<file path="src/rtl/conv_status_pkg.sv">
package conv_status_pkg;
   localparam int unsigned STATUS_W    = 32;
   localparam int unsigned POS_INJ_EOC = 0;
   localparam int unsigned POS_REG_EOC = 1;
   localparam int unsigned POS_INJ_OVF = 2;
   localparam int unsigned POS_REG_OVF = 3;
   localparam int unsigned POS_THR     = 4;
   localparam int unsigned POS_INJ_BSY = 13;
   localparam int unsigned POS_REG_BSY = 14;
   localparam int unsigned POS_CLK_LSB = 16;

   localparam int unsigned EN_REG_EOC = 0;
   localparam int unsigned EN_INJ_EOC = 1;
   localparam int unsigned EN_REG_OVF = 2;
   localparam int unsigned EN_INJ_OVF = 3;
   localparam int unsigned EN_THR     = 4;
   localparam int unsigned EN_CLK     = 5;
   localparam int unsigned IRQ_EN_W   = 6;

   localparam int unsigned GRP_REG = 0;
   localparam int unsigned GRP_INJ = 1;
   localparam int unsigned NUM_GRP = 2;
endpackage

</file>
<file path="src/rtl/sticky_flags.sv">
module sticky_flags #(
   parameter int unsigned WIDTH    = 2,
   parameter bit          SET_WINS = 1'b1
) (
   input  logic             clk_i,
   input  logic             rst_ni,
   input  logic [WIDTH-1:0] set_i,
   input  logic [WIDTH-1:0] clr_i,
   output logic [WIDTH-1:0] flags_o
);
   logic [WIDTH-1:0] flags_q;
   logic [WIDTH-1:0] flags_d;

   if (WIDTH < 1) begin : g_bad_width
      $error("sticky_flags: WIDTH must be at least 1");
   end

   if (SET_WINS) begin : g_set_wins
      assign flags_d = set_i | (flags_q & ~clr_i);
   end else begin : g_clr_wins
      assign flags_d = (set_i | flags_q) & ~clr_i;
   end

   always_ff @(posedge clk_i or negedge rst_ni) begin
      if (!rst_ni) flags_q <= '0;
      else         flags_q <= flags_d;
   end

   assign flags_o = flags_q;

   for (genvar k = 0; k < WIDTH; k++) begin : g_chk
      if (SET_WINS) begin : g_sw
         AST_SET_TAKES: assert property (@(posedge clk_i) disable iff (!rst_ni)
            set_i[k] |=> flags_o[k]);
      end
      AST_HOLD_NO_CLR: assert property (@(posedge clk_i) disable iff (!rst_ni)
         flags_o[k] && !clr_i[k] |=> flags_o[k]);
   end
endmodule

</file>
<file path="src/rtl/group_tracker.sv">
module group_tracker #(
   parameter int unsigned DATA_W = 16
) (
   input  logic              clk_i,
   input  logic              rst_ni,
   input  logic              start_i,
   input  logic              done_i,
   input  logic [DATA_W-1:0] result_i,
   input  logic              data_rd_i,
   input  logic              ovf_clr_i,
   output logic              busy_o,
   output logic              eoc_o,
   output logic              ovf_o,
   output logic [DATA_W-1:0] data_o
);
   logic              busy_q, eoc_q;
   logic [DATA_W-1:0] data_q;
   logic              ovf_evt;
   logic              load_en;

   if (DATA_W < 1) begin : g_bad_width
      $error("group_tracker: DATA_W must be at least 1");
   end

   assign ovf_evt = done_i & eoc_q;
   assign load_en = done_i & ~eoc_q;

   always_ff @(posedge clk_i or negedge rst_ni) begin
      if (!rst_ni) begin
         busy_q <= 1'b0;
         eoc_q  <= 1'b0;
         data_q <= '0;
      end else begin
         if (busy_q) busy_q <= ~done_i;
         else        busy_q <= start_i;
         eoc_q <= done_i | (eoc_q & ~data_rd_i);
         if (load_en) data_q <= result_i;
      end
   end

   sticky_flags #(.WIDTH(1), .SET_WINS(1'b1)) u_ovf (
      .clk_i   (clk_i),
      .rst_ni  (rst_ni),
      .set_i   (ovf_evt),
      .clr_i   (ovf_clr_i),
      .flags_o (ovf_o)
   );

   assign busy_o = busy_q;
   assign eoc_o  = eoc_q;
   assign data_o = data_q;

   AST_START_SETS_BUSY: assert property (@(posedge clk_i) disable iff (!rst_ni)
      !busy_o && start_i |=> busy_o);
   AST_BUSY_HOLD: assert property (@(posedge clk_i) disable iff (!rst_ni)
      busy_o && !done_i |=> busy_o);
   AST_DONE_ENDS: assert property (@(posedge clk_i) disable iff (!rst_ni)
      busy_o && done_i |=> !busy_o);
   AST_EOC_SET: assert property (@(posedge clk_i) disable iff (!rst_ni)
      done_i |=> eoc_o);
   AST_OVF_RAISE: assert property (@(posedge clk_i) disable iff (!rst_ni)
      done_i && eoc_o |=> ovf_o);
   AST_DATA_KEEP: assert property (@(posedge clk_i) disable iff (!rst_ni)
      done_i && eoc_o |=> $stable(data_o));
   AST_OVF_STICKY: assert property (@(posedge clk_i) disable iff (!rst_ni)
      ovf_o && !ovf_clr_i |=> ovf_o);
endmodule

</file>
<file path="src/rtl/conv_status_tracker.sv">
module conv_status_tracker
   import conv_status_pkg::*;
#(
   parameter int unsigned DATA_W     = 16,
   parameter int unsigned NUM_THR    = 2,
   parameter int unsigned NUM_CLK_CH = 2
) (
   input  logic                  clk_i,
   input  logic                  rst_ni,
   input  logic                  reg_start_i,
   input  logic                  inj_start_i,
   input  logic                  reg_done_i,
   input  logic                  inj_done_i,
   input  logic [DATA_W-1:0]     reg_result_i,
   input  logic [DATA_W-1:0]     inj_result_i,
   input  logic                  reg_data_rd_i,
   input  logic                  inj_data_rd_i,
   input  logic                  reg_ovf_clr_i,
   input  logic                  inj_ovf_clr_i,
   input  logic [NUM_THR-1:0]    thr_hi_set_i,
   input  logic [NUM_THR-1:0]    thr_lo_set_i,
   input  logic [NUM_THR-1:0]    thr_hi_clr_i,
   input  logic [NUM_THR-1:0]    thr_lo_clr_i,
   input  logic [NUM_CLK_CH-1:0] sync_done_i,
   input  logic [NUM_CLK_CH-1:0] clk_lost_i,
   input  logic [NUM_CLK_CH-1:0] clk_lost_clr_i,
   input  logic [IRQ_EN_W-1:0]   irq_en_i,
   output logic [STATUS_W-1:0]   status_o,
   output logic [DATA_W-1:0]     reg_data_o,
   output logic [DATA_W-1:0]     inj_data_o,
   output logic                  irq_o
);
   localparam int unsigned THR_FLAGS = 2 * NUM_THR;

   if (NUM_CLK_CH < 1 || NUM_CLK_CH > STATUS_W - POS_CLK_LSB) begin : g_bad_ch
      $error("conv_status_tracker: NUM_CLK_CH out of range");
   end
   if (NUM_THR < 1) begin : g_bad_thr
      $error("conv_status_tracker: NUM_THR must be at least 1");
   end

   logic [NUM_GRP-1:0] start_v, done_v, rd_v, oclr_v;
   logic [NUM_GRP-1:0] busy_v, eoc_v, ovf_v;
   logic [DATA_W-1:0]  res_v  [NUM_GRP];
   logic [DATA_W-1:0]  data_v [NUM_GRP];

   assign start_v = {inj_start_i,   reg_start_i};
   assign done_v  = {inj_done_i,    reg_done_i};
   assign rd_v    = {inj_data_rd_i, reg_data_rd_i};
   assign oclr_v  = {inj_ovf_clr_i, reg_ovf_clr_i};
   assign res_v[GRP_REG] = reg_result_i;
   assign res_v[GRP_INJ] = inj_result_i;

   for (genvar g = 0; g < NUM_GRP; g++) begin : g_grp
      group_tracker #(.DATA_W(DATA_W)) u_grp (
         .clk_i     (clk_i),
         .rst_ni    (rst_ni),
         .start_i   (start_v[g]),
         .done_i    (done_v[g]),
         .result_i  (res_v[g]),
         .data_rd_i (rd_v[g]),
         .ovf_clr_i (oclr_v[g]),
         .busy_o    (busy_v[g]),
         .eoc_o     (eoc_v[g]),
         .ovf_o     (ovf_v[g]),
         .data_o    (data_v[g])
      );
   end

   logic [THR_FLAGS-1:0] thr_flags;
   sticky_flags #(.WIDTH(THR_FLAGS), .SET_WINS(1'b1)) u_thr (
      .clk_i   (clk_i),
      .rst_ni  (rst_ni),
      .set_i   ({thr_lo_set_i, thr_hi_set_i}),
      .clr_i   ({thr_lo_clr_i, thr_hi_clr_i}),
      .flags_o (thr_flags)
   );

   logic [NUM_CLK_CH-1:0] clk_set, clk_flags;
   assign clk_set = clk_lost_i & sync_done_i;
   sticky_flags #(.WIDTH(NUM_CLK_CH), .SET_WINS(1'b1)) u_clk (
      .clk_i   (clk_i),
      .rst_ni  (rst_ni),
      .set_i   (clk_set),
      .clr_i   (clk_lost_clr_i),
      .flags_o (clk_flags)
   );

   logic thr_evt;
   assign thr_evt = |thr_flags;

   always_comb begin
      status_o = '0;
      status_o[POS_REG_BSY] = busy_v[GRP_REG];
      status_o[POS_INJ_BSY] = busy_v[GRP_INJ];
      status_o[POS_THR]     = thr_evt;
      status_o[POS_REG_OVF] = ovf_v[GRP_REG];
      status_o[POS_INJ_OVF] = ovf_v[GRP_INJ];
      status_o[POS_REG_EOC] = eoc_v[GRP_REG];
      status_o[POS_INJ_EOC] = eoc_v[GRP_INJ];
      status_o[POS_CLK_LSB +: NUM_CLK_CH] = clk_flags;
   end

   logic [IRQ_EN_W-1:0] irq_src;
   always_comb begin
      irq_src             = '0;
      irq_src[EN_REG_EOC] = eoc_v[GRP_REG];
      irq_src[EN_INJ_EOC] = eoc_v[GRP_INJ];
      irq_src[EN_REG_OVF] = ovf_v[GRP_REG];
      irq_src[EN_INJ_OVF] = ovf_v[GRP_INJ];
      irq_src[EN_THR]     = thr_evt;
      irq_src[EN_CLK]     = |clk_flags;
   end
   assign irq_o = |(irq_src & irq_en_i);

   assign reg_data_o = data_v[GRP_REG];
   assign inj_data_o = data_v[GRP_INJ];

   for (genvar k = 0; k < NUM_CLK_CH; k++) begin : g_clk_chk
      AST_LOSS_GATED: assert property (@(posedge clk_i) disable iff (!rst_ni)
         !status_o[POS_CLK_LSB+k] && !sync_done_i[k] |=> !status_o[POS_CLK_LSB+k]);
   end
   AST_THR_OR: assert property (@(posedge clk_i) disable iff (!rst_ni)
      (|thr_hi_set_i || |thr_lo_set_i) |=> status_o[POS_THR]);
   AST_IRQ_SRC: assert property (@(posedge clk_i) disable iff (!rst_ni)
      irq_o |-> (irq_en_i != '0));
endmodule

</file>
<file path="config.mk">
export PLATFORM = sky130hd
export DESIGN_NAME = conv_status_tracker
export DESIGN_NICKNAME = d
export VERILOG_FILES = /design/src/rtl/conv_status_pkg.sv /design/src/rtl/sticky_flags.sv /design/src/rtl/group_tracker.sv /design/src/rtl/conv_status_tracker.sv
export SDC_FILE = /design/constraint.sdc
export NUM_CORES = 1
export LEC_CHECK = 0
export ABC_AREA = 1
export BUFFER_PORTS_ARGS = -buffer_cell sky130_fd_sc_hd__buf_2
export CAP_MARGIN = 10
export CORE_MARGIN = 3
export CORE_UTILIZATION = 43
export DETAILED_ROUTE_END_ITERATION = 6
export PLACE_DENSITY = 0.91
export SLEW_MARGIN = 40
export SYNTH_ARGS = -nofsm -noshare
export SYNTH_HDL_FRONTEND = slang
export SYNTH_HIERARCHICAL = 1
export SYNTH_SLANG_ARGS = --single-unit
</file>
<file path="constraint.sdc">
create_clock -name clk_i -period 1.2 [get_ports clk_i]
set_input_delay 0.18 -clock clk_i [delete_from_list [all_inputs] [get_ports clk_i]]
set_output_delay 0.18 -clock clk_i [all_outputs]
set_load 0.01 [all_outputs]
</file>
-- After elaboration in Yosys (flattened, before gate mapping)
Cells that the tools add are included.
- memory bits (read-only): 0
- flip-flop bits (word level): 44
- word-level logic and storage cells: 43
- memories: 0
- output and inout bits: 65
- memory bits (writable): 0
- input port bits: 62
- latch bits: 0
- $add $sub $neg: 0
- reduce and logical (&&, ||, !) cells: 3
- equality and inequality tests: 0
- div/mod/pow operators: 0
- bitwise operators: 28
- multiplexer cells: 2
- magnitude comparators: 0
- shifts and indexed selects: 0
- multipliers: 0
- operators by type and width (kind ; number):
    $and A1 B1 Y1 ; 8
    $not A1 Y1 ; 8
    $and A6 B6 Y6 ; 1
    $reduce_or A6 Y1 ; 1
    $and A2 B2 Y2 ; 2
    $and A4 B4 Y4 ; 1
    $not A4 Y4 ; 1
    $or A1 B1 Y1 ; 4
    $or A4 B4 Y4 ; 1
    $reduce_or A4 Y1 ; 1
    $mux W1 ; 2
    $not A2 Y2 ; 1
    $or A2 B2 Y2 ; 1
    $reduce_or A2 Y1 ; 1

-- Longest topological paths before layout
Gate-level depths: netlist of the first run.
- depth in word-level cells: 3
- gate-level depth with buffers: 6
- mapped depth without buffers: 4

-- Hierarchy
The synthesis of the first run kept the hierarchy.
- modules (own cells, without submodules) (module ; instances ; area an instance (sq um) ; cells an instance):
    group_tracker ; 2 ; 745.7 ; 77
    conv_status_tracker ; 1 ; 250.2 ; 42
    sticky_flags (u_thr) ; 1 ; 160.2 ; 20
    sticky_flags (g_grp[0].u_grp.u_ovf ...) ; 2 ; 40.0 ; 5
    sticky_flags (u_clk) ; 1 ; 80.1 ; 10

-- Least setup slack after synthesis of the first run
No wires, ideal clock.
- kind: register to register
- start: reg g_grp[0].u_grp.eoc_q
- end: reg g_grp[0].u_grp.data_q[0]
- data arrival time: 0.872 ns
- cell stages (with the launch flop): 6
- path slack: 0.211 ns
- path through: dfrtp_1 inv_2 nand2_4 buf_6 nand2_1 nand2_1
- longest elaborated chain between the ends: 2
- ends and longest elaborated chain (item ; RTL line ; text):
    start, declared ; group_tracker.sv:16 ; logic busy_q, eoc_q;
    start signal, assigned ; group_tracker.sv:36 ; eoc_q <= done_i | (eoc_q & ~data_rd_i);
    $not A1 Y1 ; group_tracker.sv:26 ; assign load_en = done_i & ~eoc_q;
    $and A1 B1 Y1 ; group_tracker.sv:26 ;
    end signal, assigned ; group_tracker.sv:37 ; if (load_en) data_q <= result_i;
    end, declared ; group_tracker.sv:17 ; logic [DATA_W-1:0] data_q;
No other way between the ends.
A chain may end at the register's enable or synchronous reset.

-- Worst setup path in the final report of the first run
- start: reg u_thr.flags_q[1] (netlist: u_thr/flags_o[1])
- end: out irq_o
- longest elaborated chain between the ends: 3
- ends and longest elaborated chain (item ; RTL line ; text):
    start, declared ; sticky_flags.sv:11 ; logic [WIDTH-1:0] flags_q;
    start signal, assigned ; sticky_flags.sv:26 ; else flags_q <= flags_d;
    $reduce_or A4 Y1 ; conv_status_tracker.sv:90 ; assign thr_evt = |thr_flags;
    $and A6 B6 Y6 ; conv_status_tracker.sv:114 ; assign irq_o = |(irq_src & irq_en_i);
    $reduce_or A6 Y1 ; conv_status_tracker.sv:114 ;
    end, declared ; conv_status_tracker.sv:31 ; output logic irq_o
No other way between the ends.

==> flow_summary_export.csv, run 1 <==
group,metric,value,unit
cts,cts_root_buffer,"clkbuf_8",
critical_path,critPathLaunchType,"flip-flop",
power,power_leakage,1.625,nW
final_layout,n_antenna_cell,0,
final_layout,drive_gt1_frac,0.3536,
power,switching_share,0.2898,
power,p_sw,0.001080,W
floorplanning,die_h,75.25,um
grt,grt_start_max_net_pins,45,
sta,postLayoutSetupSlackWorst,-0.1066,ns
sta,rsz0062_at_grt,"yes",
critical_path,critPathLaunch,"u_thr/flags_o[1]",
cts,path_clk_slew,0.09,ns
floorplanning,io_pins,127,
floorplanning,dieArea,0.005663,mm^2
sta,fin_setup_tns,-0.1066,ns
critical_path,r2r_end,"g_grp[1].u_grp/data_o[1]",
synthesis,syn-cell-area,0.002062,mm^2
flow_run,cap_violations,0,
final_layout,ff_latch_area,0.001101,mm^2
critical_path,reg2reg_slack,0.12,ns
power,seq_power_share,0.484,
critical_path,r2r_cells,5,
power,finalPower,0.003728,W
final_layout,mostFrequentLayoutCell,"buf_2",
synthesis,synth_cells,236,
synthesis,ys_ff_latch,44,
route,drc,0,
cts,cts_buffers,5,
hold_path,min_path_type,"input port to flip-flop",
route,vias,1780,
synthesis,yosysSeqAreaShare,0.5340,
floorplanning,start_util,0.4578,
synthesis,ys_types,15,
placed_design,place_inst,386,
cts,tritoncts,"built",
route,avgViaCountPerCell,4.484,
final_layout,fin_nets,406,
final_layout,multi_input_area,668.1,um^2
sta,period_share,1.089,
synthesis,avgSynthCellArea,8.737,um^2
route,ant_nets,0,
outcome,violations,"negative setup slack",
critical_path,crit_path_end,"irq_o",
placed_design,dp_hpwl,3473,um
cts,cts_resized,0,
floorplanning,die_width,75.25,um
sta,maxSlewViolCount,0,
critical_path,arrival,1.13,ns
sta,clock.fmax,765.3,MHz
floorplanning,placementRows,24,
critical_path,critPathCaptureType,"output pin",
power,ir_worst_vdd,0.6406,mV
power,p_int,0.002648,W
route,drtIter0Drc,92,
final_layout,layout_common_cells,"103 x buf_2, 92 x nand2_1, 44 x dfrtp_1",
placed_design,globalplace.congestion,0.7226,
cts,cts.path.max_buffers,2,
route,dr.pass1.iters,4,
synthesis,ys.warnings.count,6,
route,routedWlPerCell,11.38,um
final_layout,synthToLayoutAreaGrowth,27.00,%
final_layout,finalNonFillerCells,397,
sta,hold-worst-slack,0.04840,ns
grt,grt_pass1_wl,6858,um
cts,ctsHtreeMaxLevel,2,
power,p_comb_frac,0.214,
critical_path,critPathRequiredTime,1.02,ns
final_layout,fillers,417,
critical_path,path_class,"flip-flop to output pin",
sta,fin_skew,0.007504,ns
grt,grt_pass1_vias,1561,
sta,final_hold_viol_count,0,
power,power_density,1423,mW/mm^2
grt,track_usage,0.1594,
route,wirelength,4516,um
grt,antenna_found_initial,0,
sta,finalSetupViolCount,1,
sta,period_minus_slack,1.307,ns
outcome,status,"complete, but fails checks",
critical_path,cp_max_fo,2,
placed_design,portBuffers,103,
power,p_clk_frac,0.301,
cts,worstSkewPairLatency,0.30,ns
cts,clock-sinks,44,
floorplanning,core_area,0.004504,mm^2
placed_design,pre_cts_ws,0.2046,ns
critical_path,timing.rr.start,"g_grp[1].u_grp/eoc_o",
grt,grt_overflow_total,0,
-- state kept, by name, indices dropped and copies added (netlist names) --
signal	flops
u_clk/flags_o	2
g_grp.u_grp/eoc_o	2
g_grp.u_grp/u_ovf/flags_o	2
g_grp.u_grp/busy_o	2
u_thr/flags_o	4
g_grp.u_grp/data_o	32
-- stage by stage --
stage          cell area, um^2  utilization
3_3_place_gp              2482       0.5511
3_5_place_dp              2482       0.5511
5_1_grt                   2619       0.5814
2_1_floorplan             2145            -
6_report                  2619       0.5814
4_1_cts                   2611       0.5797
-- critical path, stage by stage (launching register included) --
cell     delay (ns)
dfrtp_1        0.39
nor2_1         0.11
nand2_1        0.08
nand2_1        0.06
nand3_1        0.06
buf_2          0.14
-- worst min-delay path by stage --
stage          depth (start not counted)                       end          start  slack, ns
2_1_floorplan                          0     g_grp[0].u_grp/busy_o         rst_ni      -0.12
3_3_place_gp                           2  g_grp[1].u_grp/data_o[1]         rst_ni       0.17
3_5_place_dp                           2          u_thr/flags_o[3]         rst_ni       0.18
4_1_cts                                2      g_grp[0].u_grp/eoc_o  reg_data_rd_i       0.04
5_1_grt                                2      g_grp[0].u_grp/eoc_o  reg_data_rd_i       0.04
6_report                               2      g_grp[0].u_grp/eoc_o  reg_data_rd_i       0.05
-- power groups by stage --
| stage | clock network, W | registers [W] | logic, W |
|---|---|---|---|
| after floorplan | 0 | 0.00194 | 0.000368 |
| final | 0.00112 | 0.00181 | 0.000799 |
| after global routing | 0.00121 | 0.00183 | 0.000901 |
| after detailed placement | 0 | 0.00183 | 0.000804 |
| after CTS | 0.00116 | 0.00181 | 0.000810 |
| after global placement | 0 | 0.00183 | 0.000780 |
-- cells in the mapped netlist --
library cell   n  area [um^2]
nand2_4        2        22.52
o21ai_0        1        5.000
clkbuf_8       2        27.53
buf_12         2        40.04
nand3_1       33        165.2
dfrtp_1       44         1101
a21oi_1        2        10.01
buf_4         24        180.2
inv_2          2        7.510
o21bai_1       2        15.01
nand2_1       92        345.3
conb_1         1        3.750
nor2_1         5        18.77
inv_1         20        75.07
buf_6          4        45.04
-- cells by family after synthesis --
logic type / share of synthesized area
DFF: 0.5340
AOI/OAI and AO/OA: 0.01456
other: 0.001819
and+or+nand+nor: 0.2676
buffers and inverters: 0.1820
-- timing repair --
item / 4_1_cts / 5_1_grt
endpoints found under the hold margin: 44 / 0
endpoints found under the setup margin: 1 / 2
hold buffers: 1 / 0
pin swaps: 1 / 1
buffers inserted: 1 / 1
-- layout make-up --
| cell class | instances | share of cell area |
|---|---|---|
| timing repair buffer | 111 | 0.2255 |
| clock inverter | 3 | 0.01624 |
| clock buffer | 5 | 0.02628 |
| tap | 52 | 0.02484 |
| inverter | 22 | 0.03153 |
| sequential | 44 | 0.4205 |
| multi-input combinational | 160 | 0.2551 |
-- metal layers --
metal	up-vias	part of all wire	global-route usage
li1	888	-	-
met1	805	0.40	0.1784
met4	0	0.014	0.05825
met2	80	0.51	0.2863
met3	7	0.078	0.04673
met5	-	0	0
Power figures use the tool's default switching activity.
==> run 2: changes to the inputs <==
--- a/config.mk
+++ b/config.mk
@@ -8,6 +8,7 @@
 export ABC_AREA = 1
 export BUFFER_PORTS_ARGS = -buffer_cell sky130_fd_sc_hd__buf_2
 export CAP_MARGIN = 10
+export CORE_ASPECT_RATIO = 0.9
 export CORE_MARGIN = 3
 export CORE_UTILIZATION = 43
 export DETAILED_ROUTE_END_ITERATION = 6
==> flow_summary_export.csv, run 2 (synthesis gave the netlist of run 1 again) <==
group,metric,value,unit
outcome,status,"complete, but fails checks",
outcome,violations,"negative setup slack",
flow_run,cap_violations,0,
sta,clock.fmax,771.5,MHz
route,ant_nets,0,
floorplanning,dieArea,0.005664,mm^2
critical_path,path_buf_inv,1,
critical_path,path_class,"flip-flop to output pin",
critical_path,arrival,1.12,ns
grt,grt_start_max_net_pins,45,
floorplanning,placementRows,23,
final_layout,utilization,0.5826,
cts,cts_root_buffer,"clkbuf_8",
final_layout,largest_reg_flops,32,
route,dr.pass1.iters,4,
route,drc,0,
final_layout,fin_nets,408,
cts,cts_buffers,5,
placed_design,globalplace.congestion,0.7156,
route,highest_layer,"met4",
sta,period_minus_slack,1.296,ns
sta,final_hold_viol_count,0,
critical_path,critPathRequiredTime,1.02,ns
cts,clock-sinks,44,
critical_path,critPathCaptureType,"output pin",
final_layout,synthToLayoutAreaGrowth,28.46,%
final_layout,finalNonFillerCells,409,
critical_path,max_stage_delay,0.39,ns
sta,postLayoutSetupSlackWorst,-0.09623,ns
critical_path,critical-path-top-delay-family,"flip-flops",
route,routedWlPerCell,11.21,um
sta,finalSetupViolCount,1,
critical_path,cp_max_fo,2,
grt,grt_pass1_wl,7521,um
floorplanning,io_pins,127,
route,avgViaCountPerCell,4.362,
final_layout,layout_common_cells,"103 x buf_2, 92 x nand2_1, 44 x dfrtp_1",
floorplanning,die_h,71.70,um
cts,ctsHtreeMaxLevel,2,
cts,cts.path.max_buffers,2,
placed_design,portBuffers,103,
power,ir_worst_vdd,0.6786,mV
final_layout,mostFrequentLayoutCell,"buf_2",
sta,period_share,1.080,
floorplanning,core_area,0.004547,mm^2
sta,hold-worst-slack,0.07429,ns
final_layout,drive_gt1_frac,0.3573,
power,power_density,1409,mW/mm^2
placed_design,place_inst,396,
route,drtIter0Drc,58,
route,wirelength_met1,1830,um
grt,track_usage,0.1690,
sta,fin_skew,0.003098,ns
critical_path,crit_chain,"nand2_1, nand2_1, nor2_1, nand3_1, buf_2",
critical_path,critPathLaunchType,"flip-flop",
route,route.met3.wl,339,um
grt,antenna_found_initial,0,
grt,grt_overflow_total,0,
critical_path,cpMostUsedCell,"nand2_1",
hold_path,min_path_type,"input port to flip-flop",
sta,maxSlewViolCount,0,
final_layout,fillers,408,
placed_design,dp_hpwl,3574,um
floorplanning,start_util,0.4535,
route,vias,1784,
cts,tritoncts,"built",
sta,rsz0062_at_grt,"yes",
cts,path_clk_slew,0.08,ns
cts,worstSkewPairLatency,0.29,ns
final_layout,n_antenna_cell,0,
power,power_leakage,1.634,nW
route,wirelength,4585,um
critical_path,crit_slowest_cell,"dfrtp_1",
grt,grt_pass1_vias,1754,
route,wl_met2,2356,um
floorplanning,die_width,79.00,um
==> run 2: final cells by class <==
cell class | instances | area, um^2 | share of cell area
tap | 62 | 77.57 | 0.02929
inverter | 22 | 85.08 | 0.03212
clock inverter | 3 | 42.54 | 0.01606
clock buffer | 5 | 68.82 | 0.02598
multi-input combinational | 160 | 668.1 | 0.2522
timing repair buffer | 113 | 605.6 | 0.2286
sequential | 44 | 1101 | 0.4157
==> run 2: worst register-to-register path: stages, from the launching register on <==
cell and delay (ns):
dfrtp_1 0.39, buf_4 0.14, inv_2 0.07, buf_4 0.21, nand3_1 0.10, nand2_1 0.08
==> run 2: metrics by stage <==
step | power [W] | worst slack (ns) | TNS (ns) | instance area, um^2
CTS | 0.003768 | -0.1177 | -0.1177 | 2639
detailed placement | 0.002640 | 0.1897 | 0 | 2495
global placement | 0.002602 | 0.2088 | 0 | 2495
finish | 0.003731 | -0.09623 | -0.09623 | 2649
floorplan | 0.002305 | 0.2113 | 0 | 2145
global route | 0.003967 | -0.2173 | -0.2813 | 2649
==> run 2: power by group <==
| part | total (W) | internal [W] | switching (W) |
|---|---|---|---|
| registers | 0.00181 | 0.00169 | 0.000113 |
| logic | 0.000813 | 0.000346 | 0.000467 |
| clock network | 0.00111 | 0.000616 | 0.000494 |
==> run 2: final timing paths <==
path / cells past startpoint / slack [ns] / end / from
setup / recovery: 5 / -0.1 / irq_o / g_grp[1].u_grp/u_ovf/flags_o
hold / removal: 2 / 0.07 / g_grp[1].u_grp/eoc_o / inj_data_rd_i
setup reg to reg: 5 / 0.16 / g_grp[0].u_grp/data_o[5] / g_grp[0].u_grp/eoc_o
hold reg to reg: 1 / 0.47 / g_grp[0].u_grp/busy_o / g_grp[0].u_grp/busy_o
max in group asynchronous: 3 / 0.60 / g_grp[0].u_grp/data_o[8] / rst_ni
min in group asynchronous: 3 / 0.40 / u_thr/flags_o[1] / rst_ni
==> run 2: routing by layer <==
metal  up-vias  GRT usage
met2        75     0.3084
met3         7    0.04020
met5         -          0
met1       813     0.1900
li1        889          -
met4         0    0.06679
==> run 2: timing repair <==
item	CTS	global route
resized for setup	0	1
endpoints found under the hold margin	44	0
setup buffers	3	1
hold buffers	1	0
endpoints found under the setup margin	1	6
gates cloned	0	0
==> run 3: changes to the inputs <==
--- a/config.mk
+++ b/config.mk
@@ -5,14 +5,13 @@
 export SDC_FILE = /design/constraint.sdc
 export NUM_CORES = 1
 export LEC_CHECK = 0
-export ABC_AREA = 1
 export BUFFER_PORTS_ARGS = -buffer_cell sky130_fd_sc_hd__buf_2
 export CAP_MARGIN = 10
 export CORE_ASPECT_RATIO = 0.9
 export CORE_MARGIN = 3
-export CORE_UTILIZATION = 43
+export CORE_UTILIZATION = 42
 export DETAILED_ROUTE_END_ITERATION = 6
-export PLACE_DENSITY = 0.91
+export PLACE_DENSITY = 0.9
 export SLEW_MARGIN = 40
 export SYNTH_ARGS = -nofsm -noshare
 export SYNTH_HDL_FRONTEND = slang
==> flow_summary_export.csv, run 3 <==
group,metric,value,unit
outcome,status,"complete, but fails checks",
outcome,violations,"negative setup slack",
final_layout,mostFrequentLayoutCell,"buf_2",
cts,worstSkewPairLatency,0.29,ns
critical_path,path_class,"flip-flop to output pin",
synthesis,yosysSeqAreaShare,0.5442,
cts,cts_root_buffer,"clkbuf_8",
sta,postLayoutSetupSlackWorst,-0.3326,ns
sta,fin_setup_tns,-0.6371,ns
synthesis,syn-cell-area,0.002023,mm^2
critical_path,cp_max_fo,2,
final_layout,layout_common_cells,"102 x buf_2, 42 x dfrtp_1, 32 x mux2_4",
hold_path,hold_path_end,"u_thr/flags_o[3]",
critical_path,critPathLaunch,"u_thr/flags_o[2]",
cts,cts.path.max_buffers,2,
floorplanning,die_h,71.85,um
route,avgViaCountPerCell,4.268,
synthesis,yosysMostFrequentCell,"dfrtp_1",
power,ir_worst_vdd,0.7617,mV
final_layout,fillers,390,
placed_design,place_inst,304,
route,drtIter0Drc,15,
final_layout,drive_gt1_frac,0.6230,
final_layout,fin_nets,314,
final_layout,final_cell_area,0.002691,mm^2
placed_design,dpl-instance-area,0.002526,mm^2
synthesis,synth_top_area_frac,0.5442,
critical_path,reg2reg_slack,-0.01,ns
critical_path,critPathCaptureType,"output pin",
grt,globalRouteMet3Util,0.03894,
synthesis,ys_ff_latch,44,
floorplanning,start_util,0.4450,
grt,grt_pass1_vias,1396,
cts,clock-sinks,44,
placed_design,dp_hpwl,3188,um
grt,antenna_found_initial,0,
synthesis,synth_ff_type,"dfrtp_1",
floorplanning,placementRows,23,
final_layout,finalNonFillerCells,314,
placed_design,portBuffers,103,
route,drc,0,
sta,maxSlewViolCount,0,
critical_path,critPathRequiredTime,1.02,ns
floorplanning,dieArea,0.005687,mm^2
grt,use_met1,0.1717,
grt,grt_pass1_wl,6561,um
critical_path,critPathLaunchType,"flip-flop",
floorplanning,core_area,0.004547,mm^2
cts,path_clk_slew,0.08,ns
power,power_leakage,1.484,nW
route,routedWlPerCell,13.37,um
sta,rsz0062_at_grt,"yes",
critical_path,crit_chain,"or4_4, buf_6",
cts,cts_buffers,5,
floorplanning,io_pins,127,
synthesis,synth_area_leaders,"dfrtp_1 54%, mux2_4 15%, buf_4 8.9%, mux2_2 6.7%, a21o_1 3.0%",
final_layout,n_antenna_cell,0,
placed_design,globalplace.congestion,0.7028,
floorplanning,die_width,79.16,um
cts,tritoncts,"built",
final_layout,largest_reg_flops,32,
hold_path,min_path_type,"input port to flip-flop",
route,wirelength,4197,um
critical_path,r2r_cells,3,
grt,use_met2,0.2720,
critical_path,timing.rr.start,"g_grp[0].u_grp/eoc_o",
synthesis,synth_edf_count,0,
synthesis,yosys.area.top_type,"dfrtp_1",
route,vias,1340,
final_layout,synthToLayoutAreaGrowth,33.02,%
synthesis,netlist_top_cells_count,"44 x dfrtp_1, 24 x buf_4, 20 x mux2_4",
grt,grt_start_max_net_pins,45,
sta,period_minus_slack,1.533,ns
hold_path,hold_start,"thr_lo_set_i[1]",
sta,clock.fmax,652.5,MHz
hold_path,hold_depth,2,
final_layout,utilization,0.5919,
power,power_density,1379,mW/mm^2
route,dr.pass1.iters,4,
synthesis,avgSynthCellArea,14.35,um^2
sta,period_share,1.277,
critical_path,r2r_end,"g_grp[0].u_grp/data_o[14]",
synthesis,ys.warnings.count,6,
synthesis,synth_cells,141,
sta,finalSetupViolCount,4,
grt,track_usage,0.1494,
critical_path,arrival,1.35,ns
synthesis,ys_types,19,
grt,grt.busiest_layer,"met2",
critical_path,crit_slowest_cell,"or4_4",
grt,grt_overflow_total,0,
cts,ctsHtreeMaxLevel,2,
sta,final_hold_viol_count,0,
synthesis,async_flop_share,1.000,
flow_run,cap_violations,0,
critical_path,max_stage_delay,0.54,ns
sta,fin_skew,0.005402,ns
route,ant_nets,0,
run 3: cell types whose count changed in the layout (fill, tap and decap cells not counted), sizes merged, moves of 2 or more:
cell    change
a21o       +10
a21oi       -2
a22oi       +2
and2        +4
buf         -3
inv        -10
mux2       +32
mux2i       +2
nand2      -94
nand3      -33
nor2        -5
nor2b       +2
o21bai      -2
run 3: layer usage:
metal / wire (um) / up-vias / share of wire
li1: - / 642 / -
met1: 1645 / 618 / 0.39
met4: 32 / 0 / 0.0076
met3: 347 / 5 / 0.083
met2: 2171 / 75 / 0.52
met5: 0 / - / 0
run 3: layout make-up:
class	instances	area, um^2	share of cell area
inverter	12	45.04	0.01674
clock inverter	1	5.005	0.001860
multi-input combinational	79	773.2	0.2873
sequential	44	1104	0.4100
tap	62	77.57	0.02882
clock buffer	6	72.57	0.02696
timing repair buffer	110	614.3	0.2283
run 3: worst max-delay path, delay by kind of cell (launching register included):
family | cells | cell delay, ns
DFF | 1 | 0.39
buffers and inverters | 1 | 0.14
and+or+nand+nor | 1 | 0.54
run 3: cell families (layout without fill, tap and decap cells):
logic type	after synthesis	count (layout)	synth area share
compound gates	14	14	0.05257
other cells	1	23	0.001854
flops	44	44	0.5442
buf+inv	40	129	0.1422
simple gates	8	8	0.03402
mux	34	34	0.2251
run 3: where the power goes:
part	total, W	internal [W]	switching, W
Sequential	0.00187	0.00172	0.000142
Clock	0.000851	0.000396	0.000455
Combinational	0.000995	0.000579	0.000416
Total	0.00371	0.00270	0.00101
run 3: through the flow:
stage	hold WS (ns)	worst slack, ns	power, W
floorplan	-0.1156	-0.02383	0.002450
global placement	0.1682	-0.02943	0.002783
detailed placement	0.1697	-0.04547	0.002827
CTS	0.05405	-0.3531	0.003756
global route	0.06022	-0.3664	0.003914
finish	0.06349	-0.3326	0.003712
run 3: how the worst max path moves through the flow:
stage	to	slack (ns)	depth (start not counted)
after global routing	status_o[4]	-0.37	2
after detailed placement	status_o[4]	-0.05	2
final	status_o[4]	-0.33	2
after global placement	irq_o	-0.03	3
after CTS	status_o[4]	-0.35	2
after floorplan	g_grp[0].u_grp/data_o[0]	-0.02	4
run 3: what timing repair did:
| item | in CTS | in global routing |
|---|---|---|
| endpoints found under the setup margin | 14 | 34 |
| setup buffers | 1 | 1 |
| endpoints found under the hold margin | 44 | 0 |
| pin swaps | 1 | 0 |
| gates resized for setup | 15 | 0 |
| hold buffers | 1 | 0 |
